===== src/rtl/frx_pkg.sv =====
package frx_pkg;

   localparam int ACT_W        = 10;
   localparam int A_PULL       = 0;
   localparam int A_POS_ACK    = 1;
   localparam int A_NEG_ACK    = 2;
   localparam int A_IRQ_FATAL  = 3;
   localparam int A_IRQ_SOFT   = 4;
   localparam int A_IRQ_TFILE  = 5;
   localparam int A_CI_CLR     = 6;
   localparam int A_DMA_ABORT  = 7;
   localparam int A_RUN_CLR    = 8;
   localparam int A_XCNT_CLR   = 9;

   typedef enum logic [4:0] {
      ST_POR,
      ST_IDLE,
      ST_PULL,
      ST_PULL_WAIT,
      ST_JUDGE,
      ST_ACCEPT,
      ST_SOFT_NAK,
      ST_SOFT_IRQ,
      ST_HARD_NAK,
      ST_HARD_IRQ,
      ST_TFILE_IRQ,
      ST_FAT_HOLD,
      ST_STP_NAK,
      ST_STP_CI,
      ST_STP_DMA,
      ST_STP_DMAW,
      ST_STP_RUN,
      ST_STP_XCNT,
      ST_HALT
   } seq_st_t;

   typedef enum logic [1:0] {
      VD_ACCEPT,
      VD_SOFT,
      VD_HARD
   } verdict_t;

endpackage


===== src/rtl/frx_req_pick.sv =====
module frx_req_pick #(
   parameter int N         = 6,
   parameter bit LOW_FIRST = 1'b1,
   localparam int IW       = (N > 1) ? $clog2(N) : 1
) (
   input  logic [N-1:0]  req_i,
   output logic          hit_o,
   output logic [IW-1:0] idx_o
);

   generate
      if (N < 1) begin : g_bad_n
         $error("frx_req_pick: N must be at least 1");
      end

      if (LOW_FIRST) begin : g_low
         always_comb begin
            idx_o = '0;
            for (int i = N - 1; i >= 0; i--) begin
               if (req_i[i]) idx_o = IW'(i);
            end
         end
      end else begin : g_high
         always_comb begin
            idx_o = '0;
            for (int i = 0; i < N; i++) begin
               if (req_i[i]) idx_o = IW'(i);
            end
         end
      end
   endgenerate

   assign hit_o = |req_i;

endmodule


===== src/rtl/frx_err_judge.sv =====
module frx_err_judge
   import frx_pkg::*;
(
   input  logic     is_data_i,
   input  logic     err_i,
   input  logic     ferr_i,
   input  logic     extra_i,
   output verdict_t verdict_o
);

   always_comb begin
      if (is_data_i) begin
         if (err_i || ferr_i)  verdict_o = VD_HARD;
         else if (extra_i)     verdict_o = VD_SOFT;
         else                  verdict_o = VD_ACCEPT;
      end else begin
         if (err_i)            verdict_o = VD_SOFT;
         else if (ferr_i)      verdict_o = VD_HARD;
         else                  verdict_o = VD_ACCEPT;
      end
   end

endmodule


===== src/rtl/frx_act_decode.sv =====
module frx_act_decode
   import frx_pkg::*;
(
   input  seq_st_t          st_i,
   output logic [ACT_W-1:0] act_o
);

   always_comb begin
      act_o = '0;
      unique case (st_i)
         ST_PULL:      act_o[A_PULL]      = 1'b1;
         ST_ACCEPT:    act_o[A_POS_ACK]   = 1'b1;
         ST_SOFT_NAK,
         ST_HARD_NAK,
         ST_STP_NAK:   act_o[A_NEG_ACK]   = 1'b1;
         ST_HARD_IRQ:  act_o[A_IRQ_FATAL] = 1'b1;
         ST_SOFT_IRQ:  act_o[A_IRQ_SOFT]  = 1'b1;
         ST_TFILE_IRQ: act_o[A_IRQ_TFILE] = 1'b1;
         ST_STP_CI:    act_o[A_CI_CLR]    = 1'b1;
         ST_STP_DMA:   act_o[A_DMA_ABORT] = 1'b1;
         ST_STP_RUN:   act_o[A_RUN_CLR]   = 1'b1;
         ST_STP_XCNT:  act_o[A_XCNT_CLR]  = 1'b1;
         default:      act_o              = '0;
      endcase
   end

endmodule


===== src/rtl/frx_rx_seq.sv =====
module frx_rx_seq
   import frx_pkg::*;
#(
   parameter int NUM_CTL   = 6,
   parameter bit LOW_FIRST = 1'b1,
   localparam int PW       = (NUM_CTL > 1) ? $clog2(NUM_CTL) : 1,
   localparam int KW       = $clog2(NUM_CTL + 1)
) (
   input  logic               clk,
   input  logic               rst_n,
   input  logic               run_i,
   input  logic [NUM_CTL-1:0] req_ctl_i,
   input  logic               req_data_i,
   input  logic               req_tferr_i,
   input  logic               done_i,
   input  logic               err_i,
   input  logic               ferr_i,
   input  logic               extra_i,
   output logic [ACT_W-1:0]   act_o,
   output logic [KW-1:0]      kind_o
);

   localparam logic [KW-1:0] DATA_KIND = KW'(NUM_CTL);

   generate
      if (NUM_CTL < 1 || NUM_CTL > 64) begin : g_bad_cfg
         $error("frx_rx_seq: NUM_CTL out of range 1..64");
      end
   endgenerate

   seq_st_t        st_q, st_d;
   logic [KW-1:0]  kind_q, kind_d;
   logic           ctl_hit;
   logic [PW-1:0]  ctl_idx;
   logic           is_data;
   verdict_t       verdict;

   frx_req_pick #(.N(NUM_CTL), .LOW_FIRST(LOW_FIRST)) u_pick (
      .req_i (req_ctl_i),
      .hit_o (ctl_hit),
      .idx_o (ctl_idx)
   );

   assign is_data = (kind_q == DATA_KIND);

   frx_err_judge u_judge (
      .is_data_i (is_data),
      .err_i     (err_i),
      .ferr_i    (ferr_i),
      .extra_i   (extra_i),
      .verdict_o (verdict)
   );

   frx_act_decode u_dec (
      .st_i  (st_q),
      .act_o (act_o)
   );

   always_comb begin
      st_d   = st_q;
      kind_d = kind_q;
      unique case (st_q)
         ST_POR:       st_d = ST_IDLE;
         ST_IDLE: begin
            if (!run_i)              st_d = ST_STP_NAK;
            else if (req_tferr_i)    st_d = ST_TFILE_IRQ;
            else if (req_data_i) begin
               st_d   = ST_PULL;
               kind_d = DATA_KIND;
            end else if (ctl_hit) begin
               st_d   = ST_PULL;
               kind_d = KW'(ctl_idx);
            end
         end
         ST_PULL:      st_d = ST_PULL_WAIT;
         ST_PULL_WAIT: if (done_i) st_d = ST_JUDGE;
         ST_JUDGE: begin
            unique case (verdict)
               VD_SOFT: st_d = ST_SOFT_NAK;
               VD_HARD: st_d = ST_HARD_NAK;
               default: st_d = ST_ACCEPT;
            endcase
         end
         ST_ACCEPT:    st_d = ST_IDLE;
         ST_SOFT_NAK:  st_d = ST_SOFT_IRQ;
         ST_SOFT_IRQ:  st_d = ST_IDLE;
         ST_HARD_NAK:  st_d = ST_HARD_IRQ;
         ST_HARD_IRQ:  st_d = ST_FAT_HOLD;
         ST_TFILE_IRQ: st_d = ST_FAT_HOLD;
         ST_FAT_HOLD:  if (!run_i) st_d = ST_STP_NAK;
         ST_STP_NAK:   st_d = ST_STP_CI;
         ST_STP_CI:    st_d = ST_STP_DMA;
         ST_STP_DMA:   st_d = ST_STP_DMAW;
         ST_STP_DMAW:  if (done_i) st_d = ST_STP_RUN;
         ST_STP_RUN:   st_d = ST_STP_XCNT;
         ST_STP_XCNT:  st_d = ST_HALT;
         ST_HALT:      if (run_i) st_d = ST_IDLE;
         default:      st_d = ST_POR;
      endcase
   end

   always_ff @(posedge clk or negedge rst_n) begin
      if (!rst_n) begin
         st_q   <= ST_POR;
         kind_q <= '0;
      end else begin
         st_q   <= st_d;
         kind_q <= kind_d;
      end
   end

   assign kind_o = kind_q;

   AST_ACT_ONEHOT: assert property (@(posedge clk) disable iff (!rst_n)
      $onehot0(act_o));
   AST_PULL_SINGLE: assert property (@(posedge clk) disable iff (!rst_n)
      act_o[A_PULL] |=> !act_o[A_PULL]);
   AST_WAIT_QUIET: assert property (@(posedge clk) disable iff (!rst_n)
      (st_q == ST_PULL_WAIT) |-> (act_o == '0));
   AST_KIND_STABLE: assert property (@(posedge clk) disable iff (!rst_n)
      (st_q == ST_PULL_WAIT) |-> $stable(kind_o));
   AST_FATAL_AFTER_NAK: assert property (@(posedge clk) disable iff (!rst_n)
      act_o[A_IRQ_FATAL] |-> $past(act_o[A_NEG_ACK]));
   AST_SOFT_AFTER_NAK: assert property (@(posedge clk) disable iff (!rst_n)
      act_o[A_IRQ_SOFT] |-> $past(act_o[A_NEG_ACK]));
   AST_TFILE_NO_NAK: assert property (@(posedge clk) disable iff (!rst_n)
      act_o[A_IRQ_TFILE] |-> !$past(act_o[A_NEG_ACK]));
   AST_CI_AFTER_NAK: assert property (@(posedge clk) disable iff (!rst_n)
      act_o[A_CI_CLR] |-> $past(act_o[A_NEG_ACK]));
   AST_XCNT_AFTER_RUN: assert property (@(posedge clk) disable iff (!rst_n)
      act_o[A_XCNT_CLR] |-> $past(act_o[A_RUN_CLR]));
   AST_HALT_QUIET: assert property (@(posedge clk) disable iff (!rst_n)
      (st_q == ST_HALT) |-> (act_o == '0));

endmodule


===== config.mk =====
export PLATFORM = sky130hd
export DESIGN_NAME = frx_rx_seq
export DESIGN_NICKNAME = d
export VERILOG_FILES = /design/src/rtl/frx_pkg.sv /design/src/rtl/frx_req_pick.sv /design/src/rtl/frx_err_judge.sv /design/src/rtl/frx_act_decode.sv /design/src/rtl/frx_rx_seq.sv
export SDC_FILE = /design/constraint.sdc
export NUM_CORES = 1
export LEC_CHECK = 0
export BUFFER_PORTS_ARGS = -buffer_cell sky130_fd_sc_hd__buf_2
export CORE_MARGIN = 4
export CORE_UTILIZATION = 45
export DETAILED_ROUTE_END_ITERATION = 10
export PLACE_DENSITY = 0.74
export SLEW_MARGIN = 20
export SYNTH_ARGS = -nofsm -noshare
export SYNTH_HDL_FRONTEND = slang
export SYNTH_SLANG_ARGS = --single-unit

===== constraint.sdc =====
create_clock -name clk -period 2.7 [get_ports clk]
set_input_delay 0.405 -clock clk [delete_from_list [all_inputs] [get_ports clk]]
set_output_delay 0.405 -clock clk [all_outputs]
set_load 0.1 [all_outputs]

# ---- Yosys cells after proc, flatten, opt, wreduce, memory -nomap -nowiden
# Index checks and enable logic that the tools add are counted.
dict set report classes {
  n_addsub 0
  mul 0
  n_div 0
  n_lt_le_gt_ge 0
  eq_ne 26
  shift 0
  mux 33
  n_bitwise 1
  reduce_logical 9
}
# operator count
set op_table {}
lappend op_table {{case mux 5 bit (16 select lines)} 1}
lappend op_table {{== test 5 x 4 -> 1 bit (second input constant)} 8}
lappend op_table {{2-to-1 mux 5 bit} 8}
lappend op_table {{2-to-1 mux 3 bit} 8}
lappend op_table {{== test 5 x 3 -> 1 bit (second input constant)} 4}
lappend op_table {{== test 5 bit (second input constant)} 3}
lappend op_table {{2-to-1 mux 1 bit} 11}
lappend op_table {{== test 5 x 2 -> 1 bit (second input constant)} 2}
lappend op_table {{2-to-1 mux 2 bit} 4}
lappend op_table {{!= test 2 bit (second input constant)} 4}
lappend op_table {{case mux 4 bit (2 select lines)} 1}
lappend op_table {{OR reduction 3 bit} 2}
lappend op_table {{OR reduction 6 bit} 1}
lappend op_table {{== test 5 x 1 -> 1 bit (second input constant)} 1}
lappend op_table {{logical NOT 5 bit} 1}
lappend op_table {{!= test 5 bit (second input constant)} 1}
lappend op_table {{AND reduction 5 bit} 1}
lappend op_table {{AND reduction 4 bit} 1}
lappend op_table {{== test 3 bit (second input constant)} 1}
lappend op_table {{== test 2 x 1 -> 1 bit (second input constant)} 1}
lappend op_table {{== test 2 bit (second input constant)} 1}
lappend op_table {{nonzero test 2 bit} 1}
lappend op_table {{OR reduction 2 bit} 1}
lappend op_table {{logical OR 1 bit} 1}
lappend op_table {{inverter 1 bit} 1}
dict set report totals {
  register_bits 8
  latchBits 0
  ram_bits 0
  romBits 0
  input_bits 15
  output_inout_bits 13
  wordCells 71
  memories 0
}

# ---- Depth between registers and ports, before layout
# Gate-level depths: netlist of run 1.
dict set report logic_depth {
  word_depth 8
  ltp_mapped 7
}

# ---- Cells and area by module
# Synthesis of run 1 repeated with hierarchy kept, for this count alone.
dict set report hier_totals {
  cells_unflattened 108
  area_unflattened_um2 853.3
}
# mod n_inst cells_each area_per_inst_um2 seq_area_each_um2
set by_module_without_submodules {}
lappend by_module_without_submodules {frx_rx_seq 1 76 654.4 200.2}
lappend by_module_without_submodules {frx_act_decode 1 18 113.9 0.0}
lappend by_module_without_submodules {frx_req_pick 1 10 52.6 0.0}
lappend by_module_without_submodules {frx_err_judge 1 4 32.5 0.0}

# ---- Least setup slack after synthesis of run 1
# No wires, ideal clock.
dict set report synth_path {
  kind {reg2out}
  start {register st_q[1]}
  end {output act_o[3]}
  arrival_time_ps 3801
  path_slack_ps -1506
  stages_incl_launch_ff 4
  n_path_buf 1
  path_cell_list {dfrtp_1 nand2b_1 buf_6 nor4b_1}
}
dict set report synth_via {
  elab_chain_cells 2
}
# item line
set synth_rtl {}
lappend synth_rtl {{start, declared} frx_rx_seq.sv:31} ;# seq_st_t st_q, st_d;
lappend synth_rtl {{start signal, assigned} frx_rx_seq.sv:107} ;# st_q <= st_d;
lappend synth_rtl {{== test 5 x 4 -> 1 bit} frx_act_decode.sv:10} ;# unique case (st_i)
lappend synth_rtl {{2-to-1 mux 1 bit} frx_act_decode.sv:10}
lappend synth_rtl {{end, declared} frx_rx_seq.sv:19} ;# output logic [ACT_W-1:0] act_o,
# Every way passes these cells.

# ---- Worst setup path in the final report of run 1
dict set report layout_path {
  start {register st_q[4]}
  end {output act_o[6]}
}
# Same word-level chain as after synthesis.

==> results_dict.tcl, run 1 <==
set metrics [dict create \
    outcome "finished, final reports clean" \
    endpoint_kind "output pin" \
    grt_pass1_vias 744 \
    whs_ns 0.3820 \
    row_count 14 \
    fin_nets 144 \
    maxCapViolations 0 \
    synth-xor-area-share 0 \
    crit_fanout 17 \
    area_growth_pct 25.45 \
    ant_nets 0 \
    grt.total_usage 0.1648 \
    synth_top_family_by_area "simple AND/OR/NAND/NOR gates" \
    critical_path_class "reg -> out" \
    coreArea_um2 1541 \
    start_util 0.4911 \
    ys.flop_type "dfrtp_1" \
    worstPathArrival_ns 1.89 \
    routedWlPerCell_um 13.44 \
    vias 825 \
    critPathRequiredTime_ns 2.30 \
    num_io_pins 28 \
    fin_skew_ns 0.0002654 \
    synth_edf_count 0 \
    globalRouteOverflowTotal 0 \
    drtIter0Drc 10 \
    ys_seq_area_frac 0.2645 \
    synth_top_area_share 0.2645 \
    drc 0 \
    routed_via_density 5.851 \
    cts_tree "yes" \
    port_buffers 27 \
    synthAdderAreaFrac 0.03306 \
    syn_area_per_cell_um2 7.646 \
    synthMuxAreaShare 0.05785 \
    place_congestion 0.8601 \
    die_x_um 49.02 \
    dpl.hpwl_mm 1.509 \
    drt-met1-wl_um 820 \
    synth.distinct_cells 37 \
    root_buffer "clkbuf_4" \
    dr.pass1.iters 4 \
    dieArea_um2 2402 \
    synth_seq_cells 8 \
    synthesis.nets 116 \
    cts_buffer_depth 2 \
    crit_path_start_kind "flop" \
    final_max_slew_viol_count 0 \
    diodes 0 \
    netlist_instances 99 \
    hold_class "in -> reg" \
    ctsResizeCount 0 \
    synth_area_leaders "dfrtp_1 (26%), nor2_1 (6.9%), nand2_1 (5.5%), nor3_1 (4.6%), ha_1 (3.3%)" \
    synth_warnings 0 \
    clkTransAtPathRegs_ns 0.05 \
    wirelength_mm 1.895 \
    slew_headroom 0.6328 \
    max_slew.worst_pin.slew_ns 0.5508 \
    grt_pass1_wl_mm 3.187 \
    cts_buffers 3 \
    antenna_found_initial 0 \
    max_freq_mhz 436.1 \
    synth_compound_area_frac 0.2529 \
    htreeDepth 1 \
    netlist_top_cells_count "nor2_1 (14), nand2_1 (11), dfrtp_1 (8)" \
    grt_max_degree 18 \
    die_h_um 49.02 \
    clk_latency_ns 0.25 \
    route.met3.wl_um 90 \
    cts.sinks 8 \
    min_period_ns 2.293 \
    cts_setup_buffers 0 \
    route.met2.wl_um 941 \
    finalSetupViolations 0 \
    yosysMostFrequentCell "nor2_1" \
    ys_async_sr_fraction 1.000 \
    synth_top_area_cell "dfrtp_1" \
    routed.top_layer "met4" \
    syn-cell-area_um2 757.0 \
    rsz0062_at_grt "no" \
    drive_gt1_frac 0.3120 \
    synth_simple_gate_area_frac 0.3322 \
    min_period_over_period 0.8493 \
    hold_viol 0 \
]
[per-layer routing]
layer  GRT usage  vias to the layer above
li1            -                      419
met1      0.2105                      380
met2      0.2674                       21
met3     0.01835                        5
met4     0.08969                        0
met5           0                        -
[final cells by class]
type,count,area [µm²]
Clock buffer,3,22.52
Fill cell,156,591.8
Inverter,5,18.77
Multi-Input combinational cell,81,543.0
Sequential cell,8,200.2
Tap cell,16,20.02
Timing Repair Buffer,28,145.1
[worst max-delay path, cell delays in order, from the launching register on]
cell and delay (ns):
dfrtp_1 0.57, nor2b_1 0.34, nand2_1 0.16, nor2_1 0.13, buf_2 0.44
[state kept, by name, summed over array words and instances (netlist names)]
name    cells
st_q        5
kind_o      3
[kinds of logic (layout without fill, tap and decap cells)]
| group | after synthesis | count (layout) |
|---|---|---|
| adder cells (fa/ha/maj) | 2 | 2 |
| AO/OA/AOI/OAI | 26 | 26 |
| flip-flops | 8 | 8 |
| multiplexers | 4 | 4 |
| buffers and inverters | 10 | 36 |
| AND/OR/NAND/NOR | 49 | 49 |
[metrics by stage]
step | TNS (ns) | utilization | worst slack [ns] | std cells | instance area (µm²)
2_1_floorplan | -0.1341 | - | -0.1341 | 99 | 788.3
3_3_place_gp | 0 | 0.5950 | 0.5767 | 137 | 917.1
3_5_place_dp | 0 | 0.5950 | 0.5309 | 137 | 917.1
4_1_cts | 0 | 0.6161 | 0.4141 | 141 | 949.7
5_1_grt | 0 | 0.6161 | 0.2536 | 141 | 949.7
6_report | 0 | 0.6161 | 0.4069 | 141 | 949.7
[path summary, 6_finish.rpt]
| check | cells past startpoint | startpoint | slack [ns] | end |
|---|---|---|---|---|
| max | 4 | st_q[4] | 0.41 | act_o[6] |
| min | 2 | req_ctl_i[0] | 0.38 | kind_o[0] |
| max reg2reg | 4 | st_q[0] | 0.51 | st_q[0] |
| min reg2reg | 2 | kind_o[0] | 0.50 | kind_o[0] |
| max in group asynchronous | 2 | rst_n | 2.02 | st_q[4] |
| min in group asynchronous | 2 | rst_n | 0.52 | st_q[3] |
[timing repair]
item / in CTS / in global routing
endpoints found under the setup margin: 0 / 0
endpoints found under the hold margin: 8 / 0
hold buffers: 1 / 0
[cells in the final DEF (no fill, tap or decap), drive strengths merged, types with 4 or more instances in the layout]
cell,n
nand2b,4
buf,27
nor2,14
nor3,7
nand2,11
dfrtp,8
inv,5
o21ai,7
a21oi,4
Power of run 1 is left out: the tool's default activity adds up to more than one toggle a clock period on the data nets, which glitch-free logic cannot reach.
==> inputs of run 2 (changes only) <==
==> constraint.sdc (replaced) <==
create_clock -name clk -period 2.3 [get_ports clk]
set_input_delay 0.345 -clock clk [delete_from_list [all_inputs] [get_ports clk]]
set_output_delay 0.345 -clock clk [all_outputs]
set_load 0.1 [all_outputs]
==> run 2 against run 1 <==
Cell count is 4.3% higher. Non-clock buffer count is 5 higher. Routed wire length is 3.4% higher. Sequential cell count stayed put. Worst setup slack worse by 0.31 ns. Critical endpoint is now act_o[3].
==> results_dict.tcl, run 2 (same netlist as run 1, synthesis figures left out) <==
set metrics [dict create \
    outcome "finished, final reports clean" \
    slew_headroom 0.6773 \
    final_common_cell "buf_2" \
    num-fill-cells 137 \
    port_buffers 27 \
    holdPathEnd "kind_o[0]" \
    htreeDepth 1 \
    row_count 14 \
    coreArea_um2 1541 \
    rr_endpoint "st_q[0]" \
    fin_skew_ns 0.003945 \
    multiInputGateArea_um2 551.8 \
    route.met2.wl_um 920 \
    hold_viol 0 \
    routedWlPerCell_um 13.33 \
    r2r_start "kind_o[0]" \
    worstPathArrival_ns 1.86 \
    max_slew.worst_pin.slew_ns 0.4874 \
    dr.pass1.iters 4 \
    globalRouteOverflowTotal 0 \
    crit_fanout 14 \
    crit_chain "nand2b_1, buf_4, nor4b_2, buf_2" \
    wirelength_mm 1.959 \
    max_stage_delay_ns 0.61 \
    drc 0 \
    fin_nets 149 \
    drtIter0Drc 33 \
    hold_depth 2 \
    grt_pass1_wl_mm 3.443 \
    grt_pass1_vias 775 \
    grt.total_usage 0.1739 \
    cts_setup_buffers 0 \
    seqCellArea_um2 203.9 \
    die_x_um 49.02 \
    route.met3.wl_um 123 \
    dieArea_um2 2402 \
    rsz0062_at_grt "no" \
    area_growth_pct 32.56 \
    min_period_ns 2.204 \
    vias 846 \
    routed_via_density 5.755 \
    hold_class "in -> reg" \
    grt_max_degree 15 \
    finalSetupViolations 0 \
    path_delay_family "buffers and inverters" \
    die_h_um 49.02 \
    num_io_pins 28 \
    layout_common_cells "buf_2 (27), nor2_1 (13), nand2_1 (11)" \
    critPathRequiredTime_ns 1.96 \
    dpl.hpwl_mm 1.532 \
    final_core_util 0.6510 \
    hp-start "req_ctl_i[0]" \
    crit_path_start_kind "flop" \
    ant_nets 0 \
    slowest_stage "dfrtp_1" \
    largest_register "st_q" \
    drive_gt1_frac 0.3664 \
    largest_reg_flops 5 \
    critical_path_class "reg -> out" \
    min_period_over_period 0.9584 \
    r2r_slack_ns 0.29 \
    cts_buffers 3 \
    start_util 0.4911 \
    drt-met1-wl_um 892 \
    max_freq_mhz 453.7 \
    endpoint_kind "output pin" \
    r2r_cells 7 \
    root_buffer "clkbuf_4" \
    diodes 0 \
    final_max_slew_viol_count 0 \
    path_buf_inv 2 \
    clkTransAtPathRegs_ns 0.05 \
    maxCapViolations 0 \
    clk_latency_ns 0.25 \
    antenna_found_initial 0 \
    hold_buffers 1 \
    ctsResizeCount 0 \
    place_congestion 0.8439 \
    cts_tree "yes" \
    routed.top_layer "met4" \
    cts_buffer_depth 2 \
    cts.sinks 8 \
]
run 2: area by class of cell:
class | count | area share
clock buffer | 4 | 0.02618
inverter | 5 | 0.01870
multi-input combinational | 81 | 0.5499
sequential | 8 | 0.2032
tap | 16 | 0.01995
timing repair buffer | 33 | 0.1820
run 2: through the flow:
stage | area, µm² | cells | setup WS (ns) | hold slack, ns | TNS (ns)
3_5_place_dp | 967.2 | 142 | 0.2888 | 0.1866 | 0
4_1_cts | 1003 | 147 | 0.09247 | 0.3084 | 0
2_1_floorplan | 800.8 | 99 | -0.4741 | 0.04941 | -1.262
5_1_grt | 1003 | 147 | 0.01653 | 0.3220 | 0
6_report | 1003 | 147 | 0.09570 | 0.3157 | 0
3_3_place_gp | 967.2 | 142 | 0.3232 | 0.1849 | 0
run 2: per-layer routing:
| metal | up-vias | global-route usage |
|---|---|---|
| met5 | - | 0 |
| met4 | 0 | 0.05381 |
| met3 | 3 | 0.01529 |
| met2 | 31 | 0.2891 |
| met1 | 386 | 0.2355 |
| li1 | 426 | - |
run 2: worst max path at each step:
| stage | from | to | cells past startpoint |
|---|---|---|---|
| after floorplan | st_q[1] | act_o[3] | 3 |
| after global placement | kind_o[0] | st_q[0] | 7 |
| after detailed placement | kind_o[0] | st_q[0] | 7 |
| after CTS | st_q[0] | act_o[3] | 4 |
| after global routing | st_q[0] | act_o[3] | 4 |
| final | st_q[0] | act_o[3] | 4 |
Power of run 2 is left out for the same reason.
